$ cat src/rtl/pfw_pkg.sv
package pfw_pkg;
  localparam int CID_W   = 3;
  localparam int NUM_CID = 1 << CID_W;
  localparam int ADDR_W  = 12;
  localparam int DATA_W  = 32;

  // compartment word field positions
  localparam int F_FILT = 0;
  localparam int F_SEM  = 1;
  localparam int F_SCID = 4;
  localparam int F_WL   = 16;

  localparam logic [DATA_W-1:0] CID_WORD_MASK = 32'h00FF_0073;

  typedef struct packed {
    logic [NUM_CID-1:0] wl;
    logic [CID_W-1:0]   scid;
    logic               sem_en;
    logic               filt_en;
  } cid_cfg_t;

  function automatic logic [DATA_W-1:0] cid_to_word(cid_cfg_t c);
    logic [DATA_W-1:0] w;
    w = '0;
    w[F_FILT]               = c.filt_en;
    w[F_SEM]                = c.sem_en;
    w[F_SCID +: CID_W]      = c.scid;
    w[F_WL +: NUM_CID]      = c.wl;
    return w;
  endfunction

  function automatic cid_cfg_t word_to_cid(logic [DATA_W-1:0] w);
    cid_cfg_t c;
    c.filt_en = w[F_FILT];
    c.sem_en  = w[F_SEM];
    c.scid    = w[F_SCID +: CID_W];
    c.wl      = w[F_WL +: NUM_CID];
    return c;
  endfunction
endpackage

$ cat src/rtl/pfw_rst_sync.sv
module pfw_rst_sync (
  input  logic clk,
  input  logic rst_n,
  output logic rst_n_sync
);
  logic [1:0] sync_q;
  logic [1:0] sync_d;

  always_comb sync_d = {sync_q[0], 1'b1};

  always_ff @(posedge clk or negedge rst_n) begin
    if (!rst_n) sync_q <= 2'b00;
    else        sync_q <= sync_d;
  end

  assign rst_n_sync = sync_q[1];
endmodule

$ cat src/rtl/pfw_regfile.sv
module pfw_regfile
  import pfw_pkg::*;
#(
  parameter int N_ENT = 40,
  parameter logic [DATA_W-1:0] HW_WORD = 32'h0404_0020
) (
  input  logic                 clk,
  input  logic                 rst_n,
  input  logic                 wr_en,
  input  logic [ADDR_W-1:0]    addr,
  input  logic [DATA_W-1:0]    wdata,
  output logic [DATA_W-1:0]    rdata,
  output logic [N_ENT-1:0]     sec_o,
  output logic [N_ENT-1:0]     priv_o,
  output cid_cfg_t [N_ENT-1:0] cid_o
);
  logic [N_ENT-1:0]     sec_q, sec_d;
  logic [N_ENT-1:0]     priv_q, priv_d;
  cid_cfg_t [N_ENT-1:0] cid_q, cid_d;

  logic       hit_sec, hit_priv, hit_cid, hit_hw;
  logic [3:0] word_sel;
  logic [6:0] ent_sel;

  // address decode
  always_comb begin
    hit_sec  = (addr[11:6] == 6'd0);
    hit_priv = (addr[11:6] == 6'd1);
    hit_cid  = (addr[11:10] == 2'b01) && !addr[2];
    hit_hw   = (addr[11:2] == 10'h3FF);
    word_sel = addr[5:2];
    ent_sel  = addr[9:3];
  end

  logic sec_we, priv_we, cid_we;
  assign sec_we  = wr_en && hit_sec;
  assign priv_we = wr_en && hit_priv;
  assign cid_we  = wr_en && hit_cid;

  // next state
  always_comb begin
    sec_d  = sec_q;
    priv_d = priv_q;
    cid_d  = cid_q;
    for (int e = 0; e < N_ENT; e++) begin
      if (int'(word_sel) == e / 32) begin
        sec_d[e]  = wdata[e % 32];
        priv_d[e] = wdata[e % 32];
      end
      if (int'(ent_sel) == e) cid_d[e] = word_to_cid(wdata);
    end
  end

  // registers, clock enables written out
  always_ff @(posedge clk or negedge rst_n) begin
    if (!rst_n) begin
      sec_q  <= '0;
      priv_q <= '0;
      cid_q  <= '0;
    end else begin
      if (sec_we)  sec_q  <= sec_d;
      if (priv_we) priv_q <= priv_d;
      if (cid_we)  cid_q  <= cid_d;
    end
  end

  // read path
  always_comb begin
    rdata = '0;
    if (hit_hw) begin
      rdata = HW_WORD;
    end else if (hit_sec || hit_priv) begin
      for (int e = 0; e < N_ENT; e++) begin
        if (int'(word_sel) == e / 32)
          rdata[e % 32] = hit_sec ? sec_q[e] : priv_q[e];
      end
    end else if (hit_cid) begin
      for (int e = 0; e < N_ENT; e++) begin
        if (int'(ent_sel) == e) rdata = cid_to_word(cid_q[e]);
      end
    end
  end

  assign sec_o  = sec_q;
  assign priv_o = priv_q;
  assign cid_o  = cid_q;

  // reserved bits of compartment words never read as one
  a_r7_cid_reserved_zero: assert property (@(posedge clk) disable iff (!rst_n)
    (addr[11:10] == 2'b01) |-> ((rdata & ~CID_WORD_MASK) == '0));
endmodule

$ cat src/rtl/pfw_cid_stage.sv
module pfw_cid_stage
  import pfw_pkg::*;
(
  input  cid_cfg_t         cfg,
  input  logic [CID_W-1:0] req_cid,
  input  logic             sem_held,
  input  logic [CID_W-1:0] sem_owner,
  output logic             pass
);
  always_comb begin
    if (!cfg.filt_en) begin
      pass = 1'b1;
    end else if (cfg.sem_en) begin
      pass = cfg.wl[req_cid] && sem_held && (sem_owner == req_cid);
    end else if (cfg.scid == '0) begin
      pass = 1'b1;
    end else begin
      pass = (cfg.scid == req_cid);
    end
  end
endmodule

$ cat src/rtl/pfw_check.sv
module pfw_check
  import pfw_pkg::*;
#(
  parameter int N_ENT = 40,
  parameter int IDX_W = 8
) (
  input  logic                   clk,
  input  logic                   rst_n,
  input  logic [IDX_W-1:0]       idx,
  input  logic [CID_W-1:0]       req_cid,
  input  logic                   req_secure,
  input  logic                   req_priv,
  input  logic [N_ENT-1:0]       sec_cfg,
  input  logic [N_ENT-1:0]       priv_cfg,
  input  cid_cfg_t [N_ENT-1:0]   cid_cfg,
  input  logic [N_ENT-1:0]       sem_held,
  input  logic [N_ENT*CID_W-1:0] sem_owner,
  output logic                   grant
);
  logic [N_ENT-1:0] cid_pass;

  // one compartment stage per entry
  for (genvar e = 0; e < N_ENT; e++) begin : g_ent
    pfw_cid_stage u_stage (
      .cfg       (cid_cfg[e]),
      .req_cid   (req_cid),
      .sem_held  (sem_held[e]),
      .sem_owner (sem_owner[e*CID_W +: CID_W]),
      .pass      (cid_pass[e])
    );
  end

  logic             in_range;
  logic             sel_pass, sel_sec, sel_priv, sel_held;
  logic [CID_W-1:0] sel_owner;
  cid_cfg_t         sel_cfg;

  always_comb begin
    in_range  = (int'(idx) < N_ENT);
    sel_pass  = 1'b0;
    sel_sec   = 1'b0;
    sel_priv  = 1'b0;
    sel_held  = 1'b0;
    sel_owner = '0;
    sel_cfg   = '0;
    for (int e = 0; e < N_ENT; e++) begin
      if (int'(idx) == e) begin
        sel_pass  = cid_pass[e];
        sel_sec   = sec_cfg[e];
        sel_priv  = priv_cfg[e];
        sel_held  = sem_held[e];
        sel_owner = sem_owner[e*CID_W +: CID_W];
        sel_cfg   = cid_cfg[e];
      end
    end
    grant = in_range && sel_pass
            && (!sel_sec || req_secure)
            && (!sel_priv || req_priv);
  end

  a_r3_out_of_range_deny: assert property (@(posedge clk) disable iff (!rst_n)
    (int'(idx) >= N_ENT) |-> !grant);

  a_r5_secure_deny: assert property (@(posedge clk) disable iff (!rst_n)
    (in_range && sec_cfg[idx % N_ENT] && !req_secure) |-> !grant);

  a_r6_priv_deny: assert property (@(posedge clk) disable iff (!rst_n)
    (in_range && priv_cfg[idx % N_ENT] && !req_priv) |-> !grant);

  a_r10_static_mismatch: assert property (@(posedge clk) disable iff (!rst_n)
    (in_range && sel_cfg.filt_en && !sel_cfg.sem_en && (sel_cfg.scid != '0)
     && (sel_cfg.scid != req_cid)) |-> !grant);

  a_r11_sem_owner: assert property (@(posedge clk) disable iff (!rst_n)
    (in_range && sel_cfg.filt_en && sel_cfg.sem_en && grant)
      |-> (sel_held && (sel_owner == req_cid) && sel_cfg.wl[req_cid]));
endmodule

$ cat src/rtl/pfw_filter.sv
module pfw_filter
  import pfw_pkg::*;
#(
  parameter int CNT_A = 32,
  parameter int CNT_B = 4,
  parameter int CNT_C = 4,
  parameter int IDX_W = 8
) (
  input  logic                                clk,
  input  logic                                rst_n,
  input  logic                                cfg_wr_en,
  input  logic [11:0]                         cfg_addr,
  input  logic [31:0]                         cfg_wdata,
  output logic [31:0]                         cfg_rdata,
  input  logic [IDX_W-1:0]                    chk_idx,
  input  logic [2:0]                          chk_cid,
  input  logic                                chk_secure,
  input  logic                                chk_priv,
  input  logic [CNT_A+CNT_B+CNT_C-1:0]        sem_held,
  input  logic [(CNT_A+CNT_B+CNT_C)*3-1:0]    sem_owner,
  output logic                                chk_grant
);
  localparam int N_ENT = CNT_A + CNT_B + CNT_C;
  localparam logic [31:0] HW_WORD = {8'(CNT_C), 8'(CNT_B), 16'(CNT_A)};

  logic                 rst_n_sync;
  logic [N_ENT-1:0]     sec_cfg, priv_cfg;
  cid_cfg_t [N_ENT-1:0] cid_cfg;

  pfw_rst_sync u_rst (
    .clk        (clk),
    .rst_n      (rst_n),
    .rst_n_sync (rst_n_sync)
  );

  pfw_regfile #(.N_ENT(N_ENT), .HW_WORD(HW_WORD)) u_regs (
    .clk    (clk),
    .rst_n  (rst_n_sync),
    .wr_en  (cfg_wr_en),
    .addr   (cfg_addr),
    .wdata  (cfg_wdata),
    .rdata  (cfg_rdata),
    .sec_o  (sec_cfg),
    .priv_o (priv_cfg),
    .cid_o  (cid_cfg)
  );

  pfw_check #(.N_ENT(N_ENT), .IDX_W(IDX_W)) u_check (
    .clk        (clk),
    .rst_n      (rst_n_sync),
    .idx        (chk_idx),
    .req_cid    (chk_cid),
    .req_secure (chk_secure),
    .req_priv   (chk_priv),
    .sec_cfg    (sec_cfg),
    .priv_cfg   (priv_cfg),
    .cid_cfg    (cid_cfg),
    .sem_held   (sem_held),
    .sem_owner  (sem_owner),
    .grant      (chk_grant)
  );
endmodule

$ cat config.mk
export PLATFORM = sky130hd
export DESIGN_NAME = pfw_filter
export DESIGN_NICKNAME = d
export VERILOG_FILES = /design/src/rtl/pfw_pkg.sv /design/src/rtl/pfw_rst_sync.sv /design/src/rtl/pfw_regfile.sv /design/src/rtl/pfw_cid_stage.sv /design/src/rtl/pfw_check.sv /design/src/rtl/pfw_filter.sv
export SDC_FILE = /design/constraint.sdc
export NUM_CORES = 2
export LEC_CHECK = 0
export BUFFER_PORTS_ARGS = -buffer_cell sky130_fd_sc_hd__clkbuf_2
export CORE_ASPECT_RATIO = 1.5
export CORE_UTILIZATION = 55
export CTS_CLUSTER_DIAMETER = 50
export CTS_CLUSTER_SIZE = 24
export DETAILED_ROUTE_END_ITERATION = 6
export PLACE_DENSITY = 0.76
export SETUP_SLACK_MARGIN = 0.05
export SYNTH_ARGS = -nofsm -noshare
export SYNTH_HDL_FRONTEND = slang
export SYNTH_SLANG_ARGS = --single-unit
$ cat constraint.sdc
create_clock -name clk -period 53.4 [get_ports clk]
set_clock_uncertainty 0.2 [all_clocks]
set_input_delay 8.01 -clock clk [delete_from_list [all_inputs] [get_ports clk]]
set_output_delay 8.01 -clock clk [all_outputs]
set_load 0.05 [all_outputs]
After elaboration in Yosys (flattened, before gate mapping)
Cells that the tools add are included.
{ "totals": {"regBits": 602, "inputBits": 220, "elab_cells": 953} }
{ "op_classes": {"order_cmp": 2, "eq_ne": 162, "mux": 443, "reduce_logical": 181} }
{ "ops": {"columns": ["op", "n"], "rows": [
  ["2-to-1 mux 24 bit", 40],
  ["2-to-1 mux 1 bit", 360],
  ["== test 3 bit", 80],
  ["== test 8 x 6 -> 1 bit (second input constant)", 16],
  ["binary-select mux 1 bit (select 3 bit)", 40],
  ["logical NOT 3 bit", 40],
  ["== test 7 x 6 -> 1 bit (second input constant)", 16],
  ["2-to-1 mux 32 bit", 3],
  ["AND reduction 2 bit", 44],
  ["logical AND 1 bit", 87],
  ["== test 8 x 5 -> 1 bit (second input constant)", 8],
  ["== test 8 x 7 -> 1 bit (second input constant)", 8],
  ["== test 7 x 5 -> 1 bit (second input constant)", 8],
  ["== test 7 bit (second input constant)", 8],
  ["== test 8 x 4 -> 1 bit (second input constant)", 4],
  ["== test 7 x 4 -> 1 bit (second input constant)", 4],
  ["== test 8 x 3 -> 1 bit (second input constant)", 2],
  ["== test 7 x 3 -> 1 bit (second input constant)", 2],
  ["== test 10 bit (second input constant)", 1],
  ["== test 8 x 2 -> 1 bit (second input constant)", 1],
  ["logical NOT 8 bit", 1],
  ["< comparator 8 x 6 -> 1 bit (second input constant)", 1],
  ["== test 7 x 2 -> 1 bit (second input constant)", 1],
  ["logical NOT 7 bit", 1],
  ["other kinds (8)", 12]
]} }

Logic depth before layout (Yosys ltp)
{ "depth": {"ltp_word": 49, "depth_mapped": 15, "depth_no_buf": 9} }

Cells and area by module
A second synthesis with hierarchy kept.
{ "unflattened": {"hier_cells": 3435, "hier_area_um2": 37728.7} }
{ "by_module_without_submodules": {"columns": ["module", "instances", "cells_each", "area_per_inst_um2"], "rows": [
  ["pfw_regfile", 1, 2200, 28145.7],
  ["pfw_cid_stage", 40, 24, 193.9],
  ["pfw_check", 1, 272, 1771.7],
  ["pfw_rst_sync", 1, 3, 53.8]
]} }

Worst setup path after synthesis
No wires, ideal clock.
{ "synth_path": {"path_type": "in2out", "from": "input port cfg_addr[3]", "to": "output port cfg_rdata[5]", "arrival_time_ps": 11601, "required_ps": 45190, "setup_slack_ps": 33589, "stages": 10, "path_cell_list": "clkbuf_1 -> buf_2 -> or2_2 -> clkbuf_1 -> nor3_1 -> buf_2 -> a21oi_1 -> o21ai_0 -> o221ai_1 -> o311ai_0"} }
{ "synth_between": {"elab_chain_cells": 44, "elab_cells_between_ends": 88, "cone_classes": "eq/ne: 41; mux: 45; reduce/logical: 2"} }
{ "synth_rtl": {"columns": ["item", "line_no", "rtl"], "rows": [
  ["start, declared", "pfw_filter.sv:12", "input logic [11:0] cfg_addr,"],
  ["logical NOT 7 bit", "pfw_regfile.sv:79", "if (int'(ent_sel) == e) rdata = cid_to_word(cid_q[e]);"],
  ["2-to-1 mux 24 bit (40 in a row)", "pfw_regfile.sv:79", null],
  ["2-to-1 mux 32 bit", "pfw_regfile.sv:77", "end else if (hit_cid) begin"],
  ["2-to-1 mux 32 bit", "pfw_regfile.sv:72", "end else if (hit_sec || hit_priv) begin"],
  ["2-to-1 mux 32 bit *", "pfw_regfile.sv:70", "if (hit_hw) begin"],
  ["end, declared", "pfw_filter.sv:14", "output logic [31:0] cfg_rdata,"]
]} }
Every way passes the cells marked *; elsewhere a longest branch is shown, timed or not.

Worst setup path after layout
{ "layout_path": {"from": "input port cfg_addr[4]", "to": "output port cfg_rdata[18]"} }
Same word-level chain as after synthesis.

==> results.sh <==
export IMPL_start_util_pct=55.7
export IMPL_dieArea_um2=66500
export IMPL_finalWeightedCongestion=1.05
export IMPL_r2r_start="u_rst.sync_q[1]"
export IMPL_end_kind="output pin"
export IMPL_clkSlewWorstSetupHoldPaths_ns=0.07
export IMPL_crit_end="cfg_rdata[18]"
export IMPL_drive_gt1_share_pct=32.6
export IMPL_cts_sinks=602
export IMPL_firstDrtPassIters=7
export IMPL_drc=5
export IMPL_wirelength_um=148000
export IMPL_syn_area_um2=36000
export IMPL_maxCapViolations=0
export IMPL_std_cell_rows=114
export IMPL_vdd_drop_max_v=0.0000179
export IMPL_period_needed_ns=21.74
export IMPL_critical_path_cell_chain="clkbuf_2, buf_4, buf_4, nor2_1, buf_4, and3_1, a222oi_1, inv_1, a2111oi_0, a31oi_1, o221ai_1, nand4_1, a21o_1, clkbuf_2"
export IMPL_cts_tree="yes"
export IMPL_grt_max_degree=178
export IMPL_cp_required_ns=45.19
export IMPL_dp_hpwl_um=101000
export IMPL_async_flop_share_pct=100
export IMPL_cp_depth=14
export IMPL_outcome="finished with violations"
export IMPL_clock_path_buffers=3
export IMPL_cts_resized=0
export IMPL_ant_nets=0
export IMPL_yosysSeqAreaShare_pct=41.8
export IMPL_final_util_pct=60.9
export IMPL_min_path_type="reg -> reg"
export IMPL_cts_root_buffer="clkbuf_16"
export IMPL_setup_violations=0
export IMPL_portBuffers=250
export IMPL_p_leak_nw=17.6
export IMPL_synth_most_common_cell="dfrtp_1"
export IMPL_vias=32400
export IMPL_synth_top_cell_area_share_pct=41.8
export IMPL_synth_edf_count=0
export IMPL_hold_viol=0
export IMPL_die_y_um=315
export IMPL_overflow=0
export IMPL_synth_fp_nets=3577
export IMPL_htreeDepth=2
export IMPL_fmax_ghz=0.0460
export IMPL_hold_buffers=0
export IMPL_core_area_um2=64600
export IMPL_finalNonFillerCells=4332
export IMPL_final_area_um2=39300
export IMPL_crit_buf_inv=6
export IMPL_hold_start="u_rst.sync_q[0]"
export IMPL_grtUsageTotal_pct=44.1
export IMPL_hold_slack_ns=0.151
export IMPL_grt_pass1_wl_um=212000
export IMPL_dp_cells=4250
export IMPL_ys_top_cells_by_count="dfrtp_1 (602), mux2_2 (601), nand2_1 (210)"
export IMPL_relSlewSlack_pct=2.49
export IMPL_yosys_area_top_type="dfrtp_1"
export IMPL_clk_latency_ns=0.63
export IMPL_r2r_end="u_regs.cid_o[477]"
export IMPL_yosysUniqueCellTypes=87
export IMPL_drtIter0Drc=5171
export IMPL_fin_crit_sh_pct=40.7
export IMPL_ios=253
export IMPL_syn_inst=3357
export IMPL_syn_area_per_cell_um2=10.7
export IMPL_via_per_inst=7.48
export IMPL_fin_tns_setup_ns=0
export IMPL_rr_worst_depth=3
export IMPL_worstSetupStartpoint="cfg_addr[4]"
export IMPL_dpl_cell_area_um2=37700
export IMPL_cts_inserted_buffers=44
export IMPL_wl_per_cell_um=34.1
export IMPL_cp_arrival_ns=13.53
export IMPL_power_density_nw_per_um2=24.4
export IMPL_r2r_slack_ns=49.37
export IMPL_violations="design-rule violations"
export IMPL_num_nets_final=3646
export IMPL_area_delta_synth_final_pct=9.22
export IMPL_ys_ff_latch=602
export IMPL_total_power_uw=962
export IMPL_start_kind="input pin"
export IMPL_max_stage_delay_ns=1.04
export IMPL_postCtsSetupBuffers=0
export IMPL_fillers=5350
export IMPL_synthFlopType="dfrtp_1"
export IMPL_fp_dieW_um=211
export IMPL_netlist_top_cells_area="dfrtp_1 (42%), mux2_2 (19%), mux4_2 (5.2%)"
export IMPL_grt_setup_unrepaired="false"
export IMPL_tightestPinTransition_ns=1.46
export IMPL_yosys_warnings=0
export IMPL_slew_violations=0
export IMPL_fin_ws_ns=31.66
export IMPL_cpLargestDelayFamily="compound AO/OA/AOI/OAI gates"
export IMPL_grt_antenna_before_repair=11
export IMPL_cp_slowest_cell="a2111oi_0"
export IMPL_cp_max_fo=39
export IMPL_dp_worst_setup_slack_ns=32.06
export IMPL_crit_type="in -> out"
export IMPL_critPathMostFrequentCell="buf_4"
export IMPL_first_global_vias=30600
[routing by layer]
layer	part of all wire, %	up-vias	wire [um]	global-route usage, %
met2	43	2806	63500	65.3
met5	0.064	-	95	0
li1	-	12900	-	-
met3	14	866	20400	13.7
met4	9.6	14	14200	33.7
met1	33	15900	49200	53.9
[layout by cell type (no fill, tap or decap), types with 12 or more instances in the layout]
cell,instances
mux2_2,601
dfrtp_1,601
clkbuf_2,246
nand2_1,210
a21oi_1,178
nor2_1,151
o21ai_0,132
nand3_1,116
xnor2_1,99
buf_4,86
mux4_2,83
nor3_1,78
nand4_1,72
a22oi_1,66
mux2i_1,47
clkbuf_16,45
a221oi_1,41
inv_1,35
o22ai_1,35
a31oi_1,34
o32ai_1,29
or3_1,25
nor3b_1,25
o221ai_1,22
xor2_1,21
nor2b_1,20
and3_1,19
a222oi_1,18
and2_1,17
nand4b_1,16
a22o_1,15
a2111oi_0,15
nor4_1,14
a311oi_1,14
a21o_1,12
a211oi_1,12
[sequential cells by signal, indices dropped and copies added (netlist names)]
register	flops
u_regs.cid_o	520
u_regs.sec_o	40
u_rst.sync_q	2
u_regs.priv_o	40
[cell type report]
| type | count | area (um2) | area share, % |
|---|---|---|---|
| multi-input combinational | 2405 | 19500 | 49.6 |
| clock inverter | 25 | 380 | 0.967 |
| timing repair buffer | 336 | 1930 | 4.90 |
| inverter | 37 | 139 | 0.353 |
| sequential | 602 | 15100 | 38.3 |
| tap | 870 | 1090 | 2.77 |
| antenna | 3 | 7.51 | 0.0191 |
| clock buffer | 54 | 1210 | 3.08 |
[worst min-delay path by stage]
stage | endpoint | depth (start not counted)
after global placement | u_rst.sync_q[1] | 0
after floorplan | u_rst.sync_q[1] | 0
after CTS | u_rst.sync_q[1] | 0
after global routing | u_rst.sync_q[1] | 0
final | u_rst.sync_q[1] | 0
after detailed placement | u_rst.sync_q[1] | 0
[cell families (layout without fill, tap and decap cells)]
family	count (synthesis)	in the layout	synth area share, %
AND/OR/NAND/NOR	815	815	11.3
multiplexers	736	736	25.6
AO/OA/AOI/OAI	733	733	13.9
flip-flops	602	602	41.8
buffers and inverters	350	452	4.37
XOR/XNOR	120	120	2.92
other	1	4	0.0104
[power breakdown]
group	switching, mW	internal, mW
registers	0.00960	0.462
logic	0.0691	0.0317
clock network	0.191	0.198
total	0.270	0.692
(Power assumes the default switching activity.)
